===== src/rtl/ts2_pkg.sv =====
package ts2_pkg;
  localparam int PORT_W  = 7;
  localparam int NSEC_W  = 30;
  localparam int FID_W   = 9;
  localparam int SUBNS_W = 8;

  typedef struct packed {
    logic               is_tx;
    logic [PORT_W-1:0]  port;
    logic [NSEC_W-1:0]  stamp;
    logic [SUBNS_W-1:0] subns;
  } entry_t;
endpackage


===== src/rtl/ts2_pair_pack.sv =====
module ts2_pair_pack
  import ts2_pkg::*;
(
  input  logic [PORT_W-1:0] port_i,
  input  logic [NSEC_W-1:0] nsec_i,
  input  logic [FID_W-1:0]  fid_i,
  output entry_t            tx_o,
  output entry_t            id_o
);
  localparam int HI_W = FID_W - SUBNS_W;

  always_comb begin
    tx_o.is_tx = 1'b1;
    tx_o.port  = port_i;
    tx_o.stamp = nsec_i;
    tx_o.subns = '0;
    id_o.is_tx = 1'b0;
    id_o.port  = port_i;
    id_o.stamp = NSEC_W'(fid_i[FID_W-1 -: HI_W]);
    id_o.subns = fid_i[SUBNS_W-1:0];
  end
endmodule


===== src/rtl/ts2_pair_store.sv =====
module ts2_pair_store
  import ts2_pkg::*;
#(
  parameter int DEPTH = 16
) (
  input  logic                   clk,
  input  logic                   rst_ni,
  input  logic                   wr_en,
  input  entry_t                 wr_a,
  input  entry_t                 wr_b,
  input  logic                   rd_en,
  output entry_t                 head_o,
  output logic [$clog2(DEPTH):0] cnt_o
);
  localparam int AW = $clog2(DEPTH);
  localparam int CW = AW + 1;

  entry_t        mem [DEPTH];
  logic [AW-1:0] wr_ptr_q, wr_ptr_d, rd_ptr_q, rd_ptr_d, wr_ptr_p1;
  logic [CW-1:0] cnt_q, cnt_d;

  assign wr_ptr_p1 = wr_ptr_q + AW'(1);

  always_comb begin
    wr_ptr_d = wr_ptr_q;
    rd_ptr_d = rd_ptr_q;
    cnt_d    = cnt_q;
    if (wr_en) begin
      wr_ptr_d = wr_ptr_q + AW'(2);
      cnt_d    = cnt_d + CW'(2);
    end
    if (rd_en) begin
      rd_ptr_d = rd_ptr_q + AW'(1);
      cnt_d    = cnt_d - CW'(1);
    end
  end

  always_ff @(posedge clk or negedge rst_ni) begin
    if (!rst_ni) begin
      wr_ptr_q <= '0;
      rd_ptr_q <= '0;
      cnt_q    <= '0;
    end else begin
      wr_ptr_q <= wr_ptr_d;
      rd_ptr_q <= rd_ptr_d;
      cnt_q    <= cnt_d;
    end
  end

  for (genvar i = 0; i < DEPTH; i++) begin : g_slot
    always_ff @(posedge clk) begin
      if (wr_en && (wr_ptr_q == AW'(i))) begin
        mem[i] <= wr_a;
      end else if (wr_en && (wr_ptr_p1 == AW'(i))) begin
        mem[i] <= wr_b;
      end
    end
  end

  assign head_o = mem[rd_ptr_q];
  assign cnt_o  = cnt_q;

  assert_no_overflow_R6: assert property (@(posedge clk) disable iff (!rst_ni)
    cnt_q <= CW'(DEPTH));
  assert_odd_head_is_id_R3: assert property (@(posedge clk) disable iff (!rst_ni)
    cnt_q[0] |-> !head_o.is_tx);
  assert_head_steady_R4: assert property (@(posedge clk) disable iff (!rst_ni)
    (cnt_q != '0) && !rd_en |=> $stable(head_o));
endmodule


===== src/rtl/ts2_sticky_flag.sv =====
module ts2_sticky_flag (
  input  logic clk,
  input  logic rst_ni,
  input  logic set_i,
  input  logic clr_i,
  output logic q_o
);
  logic q_q, q_d;

  always_comb begin
    q_d = q_q;
    if (set_i)      q_d = 1'b1;
    else if (clr_i) q_d = 1'b0;
  end

  always_ff @(posedge clk or negedge rst_ni) begin
    if (!rst_ni) q_q <= 1'b0;
    else         q_q <= q_d;
  end

  assign q_o = q_q;

  assert_flag_sticky_R7: assert property (@(posedge clk) disable iff (!rst_ni)
    q_q && !clr_i |=> q_q);
  assert_set_wins_R7: assert property (@(posedge clk) disable iff (!rst_ni)
    set_i |=> q_q);
endmodule


===== src/rtl/ts2_stamp_fifo.sv =====
module ts2_stamp_fifo
  import ts2_pkg::*;
#(
  parameter int DEPTH = 16
) (
  input  logic              clk,
  input  logic              rst_n,
  input  logic              eg_push,
  input  logic [PORT_W-1:0] eg_port,
  input  logic [NSEC_W-1:0] eg_nsec,
  input  logic [FID_W-1:0]  eg_fid,
  input  logic              rd_next,
  input  logic              ovf_clear,
  output logic              st_valid,
  output logic              st_ovf,
  output logic              st_is_tx,
  output logic [PORT_W-1:0] st_port,
  output logic [NSEC_W-1:0] hd_stamp,
  output logic [SUBNS_W-1:0] hd_subns
);
  localparam int CW = $clog2(DEPTH) + 1;

  logic [1:0]    rst_sync_q;
  logic          rst_ni;
  entry_t        tx_e, id_e, head;
  logic [CW-1:0] cnt;
  logic          accept, drop, rd_en, not_empty;

  always_ff @(posedge clk or negedge rst_n) begin
    if (!rst_n) rst_sync_q <= 2'b00;
    else        rst_sync_q <= {rst_sync_q[0], 1'b1};
  end
  assign rst_ni = rst_sync_q[1];

  ts2_pair_pack u_pack (
    .port_i (eg_port),
    .nsec_i (eg_nsec),
    .fid_i  (eg_fid),
    .tx_o   (tx_e),
    .id_o   (id_e)
  );

  assign not_empty = (cnt != '0);
  assign accept    = eg_push && (cnt <= CW'(DEPTH - 2));
  assign drop      = eg_push && !accept;
  assign rd_en     = rd_next && not_empty;

  ts2_pair_store #(.DEPTH(DEPTH)) u_store (
    .clk    (clk),
    .rst_ni (rst_ni),
    .wr_en  (accept),
    .wr_a   (tx_e),
    .wr_b   (id_e),
    .rd_en  (rd_en),
    .head_o (head),
    .cnt_o  (cnt)
  );

  ts2_sticky_flag u_ovf (
    .clk    (clk),
    .rst_ni (rst_ni),
    .set_i  (drop),
    .clr_i  (ovf_clear),
    .q_o    (st_ovf)
  );

  always_comb begin
    st_valid = not_empty;
    st_is_tx = not_empty ? head.is_tx : 1'b0;
    st_port  = not_empty ? head.port  : '0;
    hd_stamp = not_empty ? head.stamp : '0;
    hd_subns = not_empty ? head.subns : '0;
  end

  assert_empty_pop_ignored_R5: assert property (@(posedge clk) disable iff (!rst_ni)
    !st_valid && rd_next && !eg_push |=> !st_valid);
  assert_refused_push_flags_R6: assert property (@(posedge clk) disable iff (!rst_ni)
    eg_push && (cnt > CW'(DEPTH - 2)) |=> st_ovf);
  assert_push_makes_valid_R9: assert property (@(posedge clk) disable iff (!rst_ni)
    eg_push && !st_valid |=> st_valid);
endmodule


===== config.mk =====
export PLATFORM = sky130hd
export DESIGN_NAME = ts2_stamp_fifo
export DESIGN_NICKNAME = d
export VERILOG_FILES = /design/src/rtl/ts2_pkg.sv /design/src/rtl/ts2_pair_pack.sv /design/src/rtl/ts2_pair_store.sv /design/src/rtl/ts2_sticky_flag.sv /design/src/rtl/ts2_stamp_fifo.sv
export SDC_FILE = /design/constraint.sdc
export NUM_CORES = 1
export LEC_CHECK = 0
export ABC_AREA = 1
export CAP_MARGIN = 20
export CELL_PAD_IN_SITES_DETAIL_PLACEMENT = 1
export CELL_PAD_IN_SITES_GLOBAL_PLACEMENT = 1
export CORE_UTILIZATION = 30
export CTS_CLUSTER_DIAMETER = 120
export DETAILED_ROUTE_END_ITERATION = 6
export HOLD_SLACK_MARGIN = 0.06
export PLACE_DENSITY_LB_ADDON = 0.25
export SETUP_SLACK_MARGIN = 0.4
export SLEW_MARGIN = 25
export SYNTH_ARGS = -nofsm -noshare
export SYNTH_HDL_FRONTEND = slang
export SYNTH_SLANG_ARGS = --single-unit

===== constraint.sdc =====
create_clock -name clk -period 1.85 [get_ports clk]
set_input_delay 0.2775 -clock clk [delete_from_list [all_inputs] [get_ports clk]]
set_output_delay 0.2775 -clock clk [all_outputs]
set_load 0.01 [all_outputs]

== Yosys cells after proc, flatten, opt, wreduce, memory -nomap -nowiden ==
Memory sizes are Yosys's and may differ from the RTL's.
Index checks and enable logic that the tools add are counted.
Word-level totals
  bits in registers: 16
  RAM bits: 736
  input port bits: 51
  output and inout port bits: 48
  memories kept: 1
Cells by class
  add/sub/neg operators: 5
  order comparisons: 1
  equal/unequal tests: 30
  mux-type cells: 146
  bitwise logic cells: 16
  reductions and logical operators: 54
Memory list
  u_store.mem: words 16, width 46, read ports 1, clocked after memory_dff 0, wr ports 2, RTL line ts2_pair_store.sv:18  | entry_t mem [DEPTH];
Operators by type and width (count)
  $mux 46: 30
  $reduce_or 46->1: 14
  $mux 1: 97
  $eq 4x4->1 const B: 16
  $mux 4: 14
  $logic_and 1x1->1: 35
  $eq 4x3->1 const B: 8
  $mux 30: 1
  $eq 4x2->1 const B: 4
  $or 1x1->1: 16
  $mux 5: 2
  $add 4x1->4 const B: 2
  $eq 4x1->1 const B: 2
  $logic_not 4->1: 2
  $mux 8: 1
  $mux 7: 1
  $add 5x2->5 const B: 1
  $le 5x4->1 const B: 1
  $reduce_bool 5->1: 1
  $sub 5x1->5 const B: 1
  $add 4x2->4 const B: 1
  $reduce_bool 2->1: 1
  $logic_not 1->1: 1

== Depth between registers and ports, before layout ==
Gate-level depths: netlist (run 1).
  depth after elaboration: 15
  mapped depth: 11

== Modules after synthesis ==
Synthesis (run 1) repeated with hierarchy kept, for this count alone.
Second synthesis, totals
  cell total of the unflattened synthesis: 3259
  area total of the unflattened synthesis: 33394.5 um^2
By module, submodules not included
  ts2_pair_store: times used 1, cells an instance 3048, area each 32167.1 um^2, sequential area each 22401.5 um^2
  ts2_pair_pack: times used 1, cells an instance 94, area each 698.2 um^2, sequential area each 0.0 um^2
  ts2_stamp_fifo: times used 1, cells an instance 112, area each 489.2 um^2, sequential area each 50.0 um^2
  ts2_sticky_flag: times used 1, cells an instance 5, area each 40.0 um^2, sequential area each 25.0 um^2

== Worst setup path before layout (run 1) ==
No wires, ideal clock.
  path type: register -> register
  start: register u_store.cnt_q[1], in the netlist u_store.cnt_o[1]
  end: memory u_store.mem[12][10] in the netlist's numbering, enable pin
  library setup time: 0.507 ns
  data arrival time: 4.234 ns
  required time: 1.343 ns
  slack: -2.891 ns
  cell stages (with the launch flop): 8
  path buffers: 1
  clock period less this slack: 4.741 ns
  path through: dfrtp_1 ha_1 nand2_1 nand2_1 nand2_4 nand2_4 buf_2 nor3_1
RTL lines
  start: declaration: RTL line ts2_pair_store.sv:20  | logic [CW-1:0] cnt_q, cnt_d;
  start signal: assignment: RTL line ts2_pair_store.sv:46  | cnt_q <= cnt_d;
  end: declaration: RTL line ts2_pair_store.sv:18

== Final worst setup path (run 1) ==
  start: register u_store.rd_ptr_q[1]
  end: output port hd_stamp[15]
Between the ends
  cells in the longest elaborated chain, start to end: 2
RTL lines
  start: declaration: RTL line ts2_pair_store.sv:19  | logic [AW-1:0] wr_ptr_q, wr_ptr_d, rd_ptr_q, rd_ptr_d, wr_ptr_p1;
  start signal: assignment: RTL line ts2_pair_store.sv:45  | rd_ptr_q <= rd_ptr_d;
  $mem_v2 16x46
  $mux 30: RTL line ts2_stamp_fifo.sv:71  | hd_stamp = not_empty ? head.stamp : '0;
  end: declaration: RTL line ts2_stamp_fifo.sv:18  | output logic [NSEC_W-1:0] hd_stamp,
Every way passes these cells.

==> summary.md, run 1 <==
| Metric | Value |
|---|---|
| Outcome | `complete, but fails checks` |
| Failing checks | `setup timing` |
| # nets final | `1584` |
| Largest cells by area after synthesis | `edfxtp_1 (72%), nor2_1 (7.4%), o21ai_0 (6.8%)` |
| Crit path DAT | `2.41 ns` |
| Achievable Freq | `0.372 GHz` |
| I/O pins | `99` |
| Multiplexer share of the synthesized area | `0` |
| Most frequent cells in the layout | `edfxtp_1 (368), nor2_1 (217), o21ai_1 (161), buf_4 (71)` |
| CORE AREA | `0.0503 mm^2` |
| CTS root buffer | `clkbuf_16` |
| Drt drc | `0` |
| Clock tree buffer depth | `3` |
| Critical Path RT | `1.57 ns` |
| # setup viols final | `422` |
| Tmin final | `2.69 ns` |
| Main flop type after synthesis | `edfxtp_1` |
| Crit path kind | `reg2out` |
| Main combinational cell family by area after synthesis | `compound AO/OA/AOI/OAI gates` |
| Clk sink count | `383` |
| Post-Place Worst Slack | `-0.500 ns` |
| Vias per cell | `4.90` |
| Cell variety after synth | `33` |
| Reg2Reg Depth | `14` |
| Commonest non-fill, non-tap cell in the layout | `edfxtp_1` |
| Row Count | `82` |
| Clock Latency Late Sink | `0.57 ns` |
| Overall routed net length | `50400 um` |
| Hold Path Class | `reg2async` |
| Ys async rst share | `0.0392` |
| CTS Buf Count | `43` |
| Power density over the cells | `1660 mW/mm^2` |
| Via Count | `10900` |
| Post-Synth Simple-Gate Area | `0.0977` |
| Synthesized cell area | `0.0153 mm^2` |
| Sequential area share after synthesis | `0.747` |
| Post-DP HPWL | `25200 um` |
| Vias in the first global route | `11100` |
| R2r endpoint | `u_store.mem[11][4]` |
| Reg-to-reg startpoint | `u_store.cnt_o[2]` |
| Largest net degree at the start of global routing | `33` |
| Final Non-Filler Cells | `2226` |
| Inserted Diodes | `0` |
| Die Span X | `228 um` |
| Top cell type's share of synthesized area | `0.722` |
| CTS clk-pin slew, worst paths | `0.06 ns` |
| CP top delay family | `buffers and inverters` |
| H-tree depth | `2` |
| First-pass GRT wire length | `67000 um` |
| XOR/XNOR share of the synthesized area | `0.00343` |
| Worst Slack Setup Final | `-0.841 ns` |
| Worst path max stage delay | `0.59 ns` |
| Ys Warns | `0` |
| Syn Area/Cell | `12.9 um^2` |
| Worst Clk Skew | `0.0183 ns` |
| DRT Pass-1 Iters | `5` |
| Synth area leader | `edfxtp_1` |
| Synth Register Bits | `383` |
| Worst path cell trace | `buf_12 > buf_12 > buf_12 > buf_16 > nor2_2 > nor2_1 > o21ai_0 > a31oi_1 > buf_4 > buf_6` |
| RSZ-0062 raised after global routing | `yes` |
| Syn nets | `1251` |
| R2r setup slk | `-0.65 ns` |
| Cell mode on critical path | `buf_12` |
| Final hold slack | `0.197 ns` |
| Die height | `228 um` |
| Crit Path Max Fanout | `7` |
| Crit. End Element | `output port` |
| Critical path startpoint category | `flop` |
| Adder-cell share of the synthesized area | `0.00818` |
| Grt total ovfl | `0` |
| Buffers added on ports | `98` |
| P&R area growth vs syn | `51.3%` |
| GRT Total Usage | `0.170` |
| Fillers | `5037` |
| Placer Congestion | `0.734` |
| P_leak | `0.00817 uW` |
| Initial core utilization | `0.304` |
| VDD IR-drop max | `0.617 mV` |
| Worst Path Buf+Inv | `6` |
| 1st-iter DRT viols | `601` |
| Post-synth EDFFs | `368` |
| Gate Count Post-Synth | `1190` |
| CTS tree | `built` |
| Initial antenna violation count | `1` |
| Drt wl/cell | `22.6 um` |
| Antenna Nets Post-Route | `0` |
| Fin util | `0.460` |
| Final period util | `1.45` |
| Count of pins over their slew limit | `0` |
| Number of max-cap violations | `0` |
| Placed instance count | `2005` |
| Final hold vios | `0` |
| Die area | `0.0519 mm^2` |
| Compound-Gate Fraction of Synth Area | `0.110` |
| Slowest stage cell, crit path | `dfrtp_4` |
| Share of layout cells above drive strength 1 | `0.373` |
==> kinds of logic (layout without fill, tap and decap cells) <==
logic type                 Yosys count  count (layout)
AOI/OAI and AO/OA                  313             313
xor gates and xnor gates             6               6
adders and majority gates           10              10
buffers and inverters               99             463
DFF                                383             383
other                                1               1
and+or+nand+nor                    378             378
==> per-stage QoR <==
stage               setup TNS (ns)  total power, uW  instance area [um^2]
floorplan                  -223.13            18200                 15700
CTS                        -222.20            35500                 21100
global placement            -44.03            24600                 18500
global route               -263.66            40400                 23100
detailed placement          -57.84            24900                 18500
finish                     -231.98            38500                 23100
==> layer usage <==
metal / vias to the layer above / share of wire / track usage
li1: 5008 / - / -
met1: 5644 / 0.42 / 0.212
met2: 200 / 0.53 / 0.300
met3: 58 / 0.031 / 0.0268
met4: 2 / 0.020 / 0.0538
met5: - / 0.00020 / 0
==> repair_timing <==
action | in CTS | in global routing
hold endpoints to repair | 2 | 0
pin swaps | 87 | 132
buffers inserted | 53 | 39
hold buffers | 1 | 0
resized for setup | 364 | 274
gates cloned | 19 | 33
endpoints found under the setup margin | 428 | 429
==> area by class of cell <==
class / count / area [um^2] / share of cell area
repair buffers: 363 / 5040 / 0.218
well taps: 672 / 841 / 0.0363
multi-input cells: 708 / 4450 / 0.192
clock buffers: 51 / 1110 / 0.0478
flip-flops and latches: 383 / 11400 / 0.494
clock inverters: 25 / 168 / 0.00724
inverters: 24 / 109 / 0.00470
==> power breakdown <==
part | internal (uW) | switching (uW) | total [uW]
logic | 9600 | 10100 | 19700
clock network | 4530 | 3410 | 7940
registers | 10500 | 361 | 10800
==> synthesized netlist by cell type (all sizes together) (5+ instances only) <==
cell / n
edfxtp: 368
nor2: 305
o21ai: 257
buf: 51
nand2: 51
a31oi: 37
clkbuf: 24
inv: 24
dfrtp: 15
nand3: 15
ha: 10
o221a: 7
o221ai: 7
nor3: 6
xor2: 5
==> flip-flops by register name (all words and copies together) (netlist names) <==
name,cells
u_store.mem,368
u_store.cnt_o,5
u_store.rd_ptr_q,4
u_store.wr_ptr_q,3
rst_sync_q,2
u_ovf.q_o,1
==> worst max-delay path by stage <==
| stage | from | endpoint | slack, ns | depth (start not counted) |
|---|---|---|---|---|
| after floorplan | u_store.cnt_o[2] | u_store.mem[0][10] | -0.75 | 7 |
| after global placement | u_store.rd_ptr_q[1] | hd_stamp[24] | -0.47 | 8 |
| after detailed placement | u_store.rd_ptr_q[1] | hd_stamp[19] | -0.50 | 9 |
| after CTS | u_store.rd_ptr_q[1] | hd_stamp[24] | -0.80 | 9 |
| after global routing | u_store.rd_ptr_q[1] | hd_stamp[15] | -0.92 | 10 |
| final | u_store.rd_ptr_q[1] | hd_stamp[15] | -0.84 | 10 |
Power figures use the tool's default switching activity.
==> run 2: changes to the inputs <==
--- a/config.mk
+++ b/config.mk
@@ -13,2 +13,3 @@
 export CTS_CLUSTER_DIAMETER = 120
+export CTS_CLUSTER_SIZE = 12
 export DETAILED_ROUTE_END_ITERATION = 6
--- a/constraint.sdc
+++ b/constraint.sdc
@@ -3,2 +3,2 @@
 set_output_delay 0.2775 -clock clk [all_outputs]
-set_load 0.01 [all_outputs]
+set_load 0.005 [all_outputs]
==> run 2 against run 1 <==
  * The run still ends with setup timing left
  * Critical path depth stayed put
  * Utilization decreased by 0.75 points
  * Sequential share of layout area up 0.81 points
  * Critical endpoint is now hd_stamp[3]
==> summary.md, run 2 (synthesis results as in run 1) <==
| Metric | Value |
|---|---|
| Vias in the first global route | `11200 (+1.4%)` |
| P&R area growth vs syn | `48.8%` |
| Count of pins over their slew limit | `0 (unchanged)` |
| Worst Clk Skew | `0.0170 ns (-0.00136 ns)` |
| Sw Share | `0.359 (-0.00146)` |
| Critical Path RT | `1.57 ns (about the same)` |
| Buffers added on ports | `98 (unchanged)` |
| RSZ-0062 raised after global routing | `yes` |
| Crit path DAT | `2.34 ns (-0.07 ns)` |
| Crit Path Max Fanout | `7 (unchanged)` |
| Net load switching power | `13300 uW (-4.1%)` |
| First-pass GRT wire length | `68700 um (+2.5%)` |
| GRT Total Usage | `0.175 (+0.00488)` |
| Largest net degree at the start of global routing | `36 (+9.1%)` |
| DRT Pass-1 Iters | `5 (unchanged)` |
| Placer Congestion | `0.738 (+0.59%)` |
| Vias per cell | `4.96 (+1.1%)` |
| Setup TNS | `-108.43 ns (+123.55 ns)` |
| Grt total ovfl | `0 (unchanged)` |
| Die area | `0.0519 mm^2 (unchanged)` |
| VDD IR-drop max | `0.765 mV (+24%)` |
| Power density over the cells | `1630 mW/mm^2 (-2.2%)` |
| Cell mode on critical path | `o21ai_1` |
| Routed met1 length | `21600 um (+1.4%)` |
| Initial antenna violation count | `1 (unchanged)` |
| Drt wl/cell | `23.8 um (+5.1%)` |
| Die height | `228 um (unchanged)` |
| Worst path cell trace | `buf_12 > buf_6 > buf_6 > nor2_4 > nor2_2 > o21ai_1 > o21ai_1 > o21ai_1 > a31oi_2 > buf_2` |
| Clock share of power | `0.188 (-0.018)` |
| Row Count | `82 (unchanged)` |
| Reg-to-reg startpoint | `u_store.cnt_o[2]` |
| Final hold vios | `0 (unchanged)` |
| Critical path startpoint category | `flop` |
| CTS tree | `built` |
| Post-Place Worst Slack | `-0.502 ns (-0.00205 ns)` |
| Uppermost routed layer | `met5` |
| Commonest non-fill, non-tap cell in the layout | `edfxtp_1` |
| R2r setup slk | `-0.44 ns (+0.21 ns)` |
| Comb pwr share | `0.518 (+0.006)` |
| Hold Path Class | `reg2async` |
| Reg2Reg Depth | `11 (-3)` |
| Worst Setup SP | `u_store.rd_ptr_q[1]` |
| Fillers | `5044 (+0.14%)` |
| Internal power | `23700 uW (-3.5%)` |
| CTS clk-pin slew, worst paths | `0.06 ns (about the same)` |
| Post-DP HPWL | `24600 um (-2.4%)` |
| Share of layout cells above drive strength 1 | `0.342 (-0.0301)` |
| R2r endpoint | `u_store.mem[12][39]` |
| Failing checks | `setup timing` |
| Number of max-cap violations | `0 (unchanged)` |
| Initial core utilization | `0.304 (unchanged)` |
| Slowest stage cell, crit path | `dfrtp_4` |
| Clk sink count | `383 (unchanged)` |
| Sequential power share | `0.293 (+0.011)` |
| Met3 routed wirelength | `2110 um (+34%)` |
| Achievable Freq | `0.382 GHz (+2.9%)` |
| CTS root buffer | `clkbuf_16` |
| CORE AREA | `0.0503 mm^2 (unchanged)` |
| Tmin final | `2.62 ns (-0.0753 ns)` |
| Worst Setup EP | `hd_stamp[3]` |
| Largest Register | `u_store.mem` |
| CTS Buf Count | `37 (-14%)` |
| I/O pins | `99 (unchanged)` |
| Clock Latency Late Sink | `0.55 ns (-0.02 ns)` |
| Via Count | `10900 (+0.16%)` |
| Outcome | `complete, but fails checks` |
| # setup viols final | `419 (-0.71%)` |
| H-tree depth | `2 (unchanged)` |
| Worst path max stage delay | `0.55 ns (-0.04 ns)` |
| Inserted Diodes | `0 (unchanged)` |
| Overall routed net length | `52500 um (+4.1%)` |
| Rel. slew slack | `0.535` |
| Crit path kind | `reg2out` |
| Crit. End Element | `output port` |
| 1st-iter DRT viols | `678 (+13%)` |
| Antenna Nets Post-Route | `0 (unchanged)` |
| WL met2 | `27400 um (+3.1%)` |
| Drt drc | `0 (unchanged)` |
| # nets final | `1575 (-0.57%)` |
| Final period util | `1.41 (-0.0407)` |
| Clock tree buffer depth | `3 (unchanged)` |
| Most frequent cells in the layout | `edfxtp_1 (368), nor2_1 (234), o21ai_1 (152), clkbuf_16 (70), buf_4 (66)` |
| Slew @ Worst Pin | `0.698 ns` |
| Die Span X | `228 um (unchanged)` |
| Worst Slack Setup Final | `-0.766 ns (+0.0753 ns)` |
| P_leak | `0.00806 uW (-1.4%)` |
| Max reg flops | `368 (unchanged)` |
run 2: worst min path at each step:
stage | startpoint | end | cells after the start
6_report | rst_sync_q[1] | u_store.rd_ptr_q[2] | 0
3_3_place_gp | rst_sync_q[0] | rst_sync_q[1] | 0
5_1_grt | ovf_clear | u_ovf.q_o | 2
2_1_floorplan | rst_n | rst_sync_q[0] | 0
3_5_place_dp | rst_sync_q[1] | u_store.cnt_o[2] | 0
4_1_cts | ovf_clear | u_ovf.q_o | 2
run 2: timing repair:
action | 4_1_cts | 5_1_grt
resized for setup | 430 | 188
pin swaps | 98 | 116
hold buffers | 1 | 0
buffers inserted | 56 | 33
hold endpoints to repair | 2 | 0
setup endpoints to repair | 428 | 429
gates cloned | 22 | 42
run 2: cell type report:
class                           instances  area, um^2  share of cell area
Clock buffer                           57        1020              0.0449
Clock inverter                          1        16.3            0.000714
Inverter                               24         114             0.00500
Multi-Input combinational cell        709        4300               0.189
Sequential cell                       383       11400               0.502
Tap cell                              672         841              0.0369
Timing Repair Buffer                  358        5030               0.221
Timing Repair inverter                  1        16.3            0.000714
run 2: worst max-delay path, delay by kind of cell (launching register included):
| kind | cells | cell delay [ns] |
|---|---|---|
| AOI/OAI and AO/OA | 4 | 0.53 |
| buffers and inverters | 4 | 0.58 |
| DFF | 1 | 0.55 |
| and+or+nand+nor | 2 | 0.13 |
run 2: routing by layer:
| metal | up-vias | global-route usage |
|---|---|---|
| met4 | 2 | 0.0528 |
| met3 | 80 | 0.0288 |
| met5 | - | 0 |
| met2 | 235 | 0.310 |
| met1 | 5627 | 0.217 |
| li1 | 4986 | - |
run 2: power groups by stage:
| stage | combinational (uW) | clock (uW) | sequential (uW) |
|---|---|---|---|
| 3_3_place_gp | 12700 | 0 | 10900 |
| 4_1_cts | 16500 | 7150 | 10800 |
| 3_5_place_dp | 12800 | 0 | 10900 |
| 5_1_grt | 20500 | 7450 | 10900 |
| 2_1_floorplan | 6600 | 0 | 10900 |
| 6_report | 19200 | 6980 | 10900 |
run 2: through the flow:
| stage | cells | cell area [um^2] | hold WS [ns] | power, uW | utilization |
|---|---|---|---|---|---|
| after floorplan | 1190 | 15500 | -0.0181 | 17500 | - |
| after global placement | 1993 | 18100 | 0.334 | 23600 | 0.361 |
| after detailed placement | 1993 | 18100 | 0.336 | 23800 | 0.361 |
| after CTS | 2130 | 20800 | 0.292 | 34400 | 0.414 |
| after global routing | 2205 | 22800 | 0.286 | 38900 | 0.453 |
| final | 2205 | 22800 | 0.281 | 37100 | 0.453 |
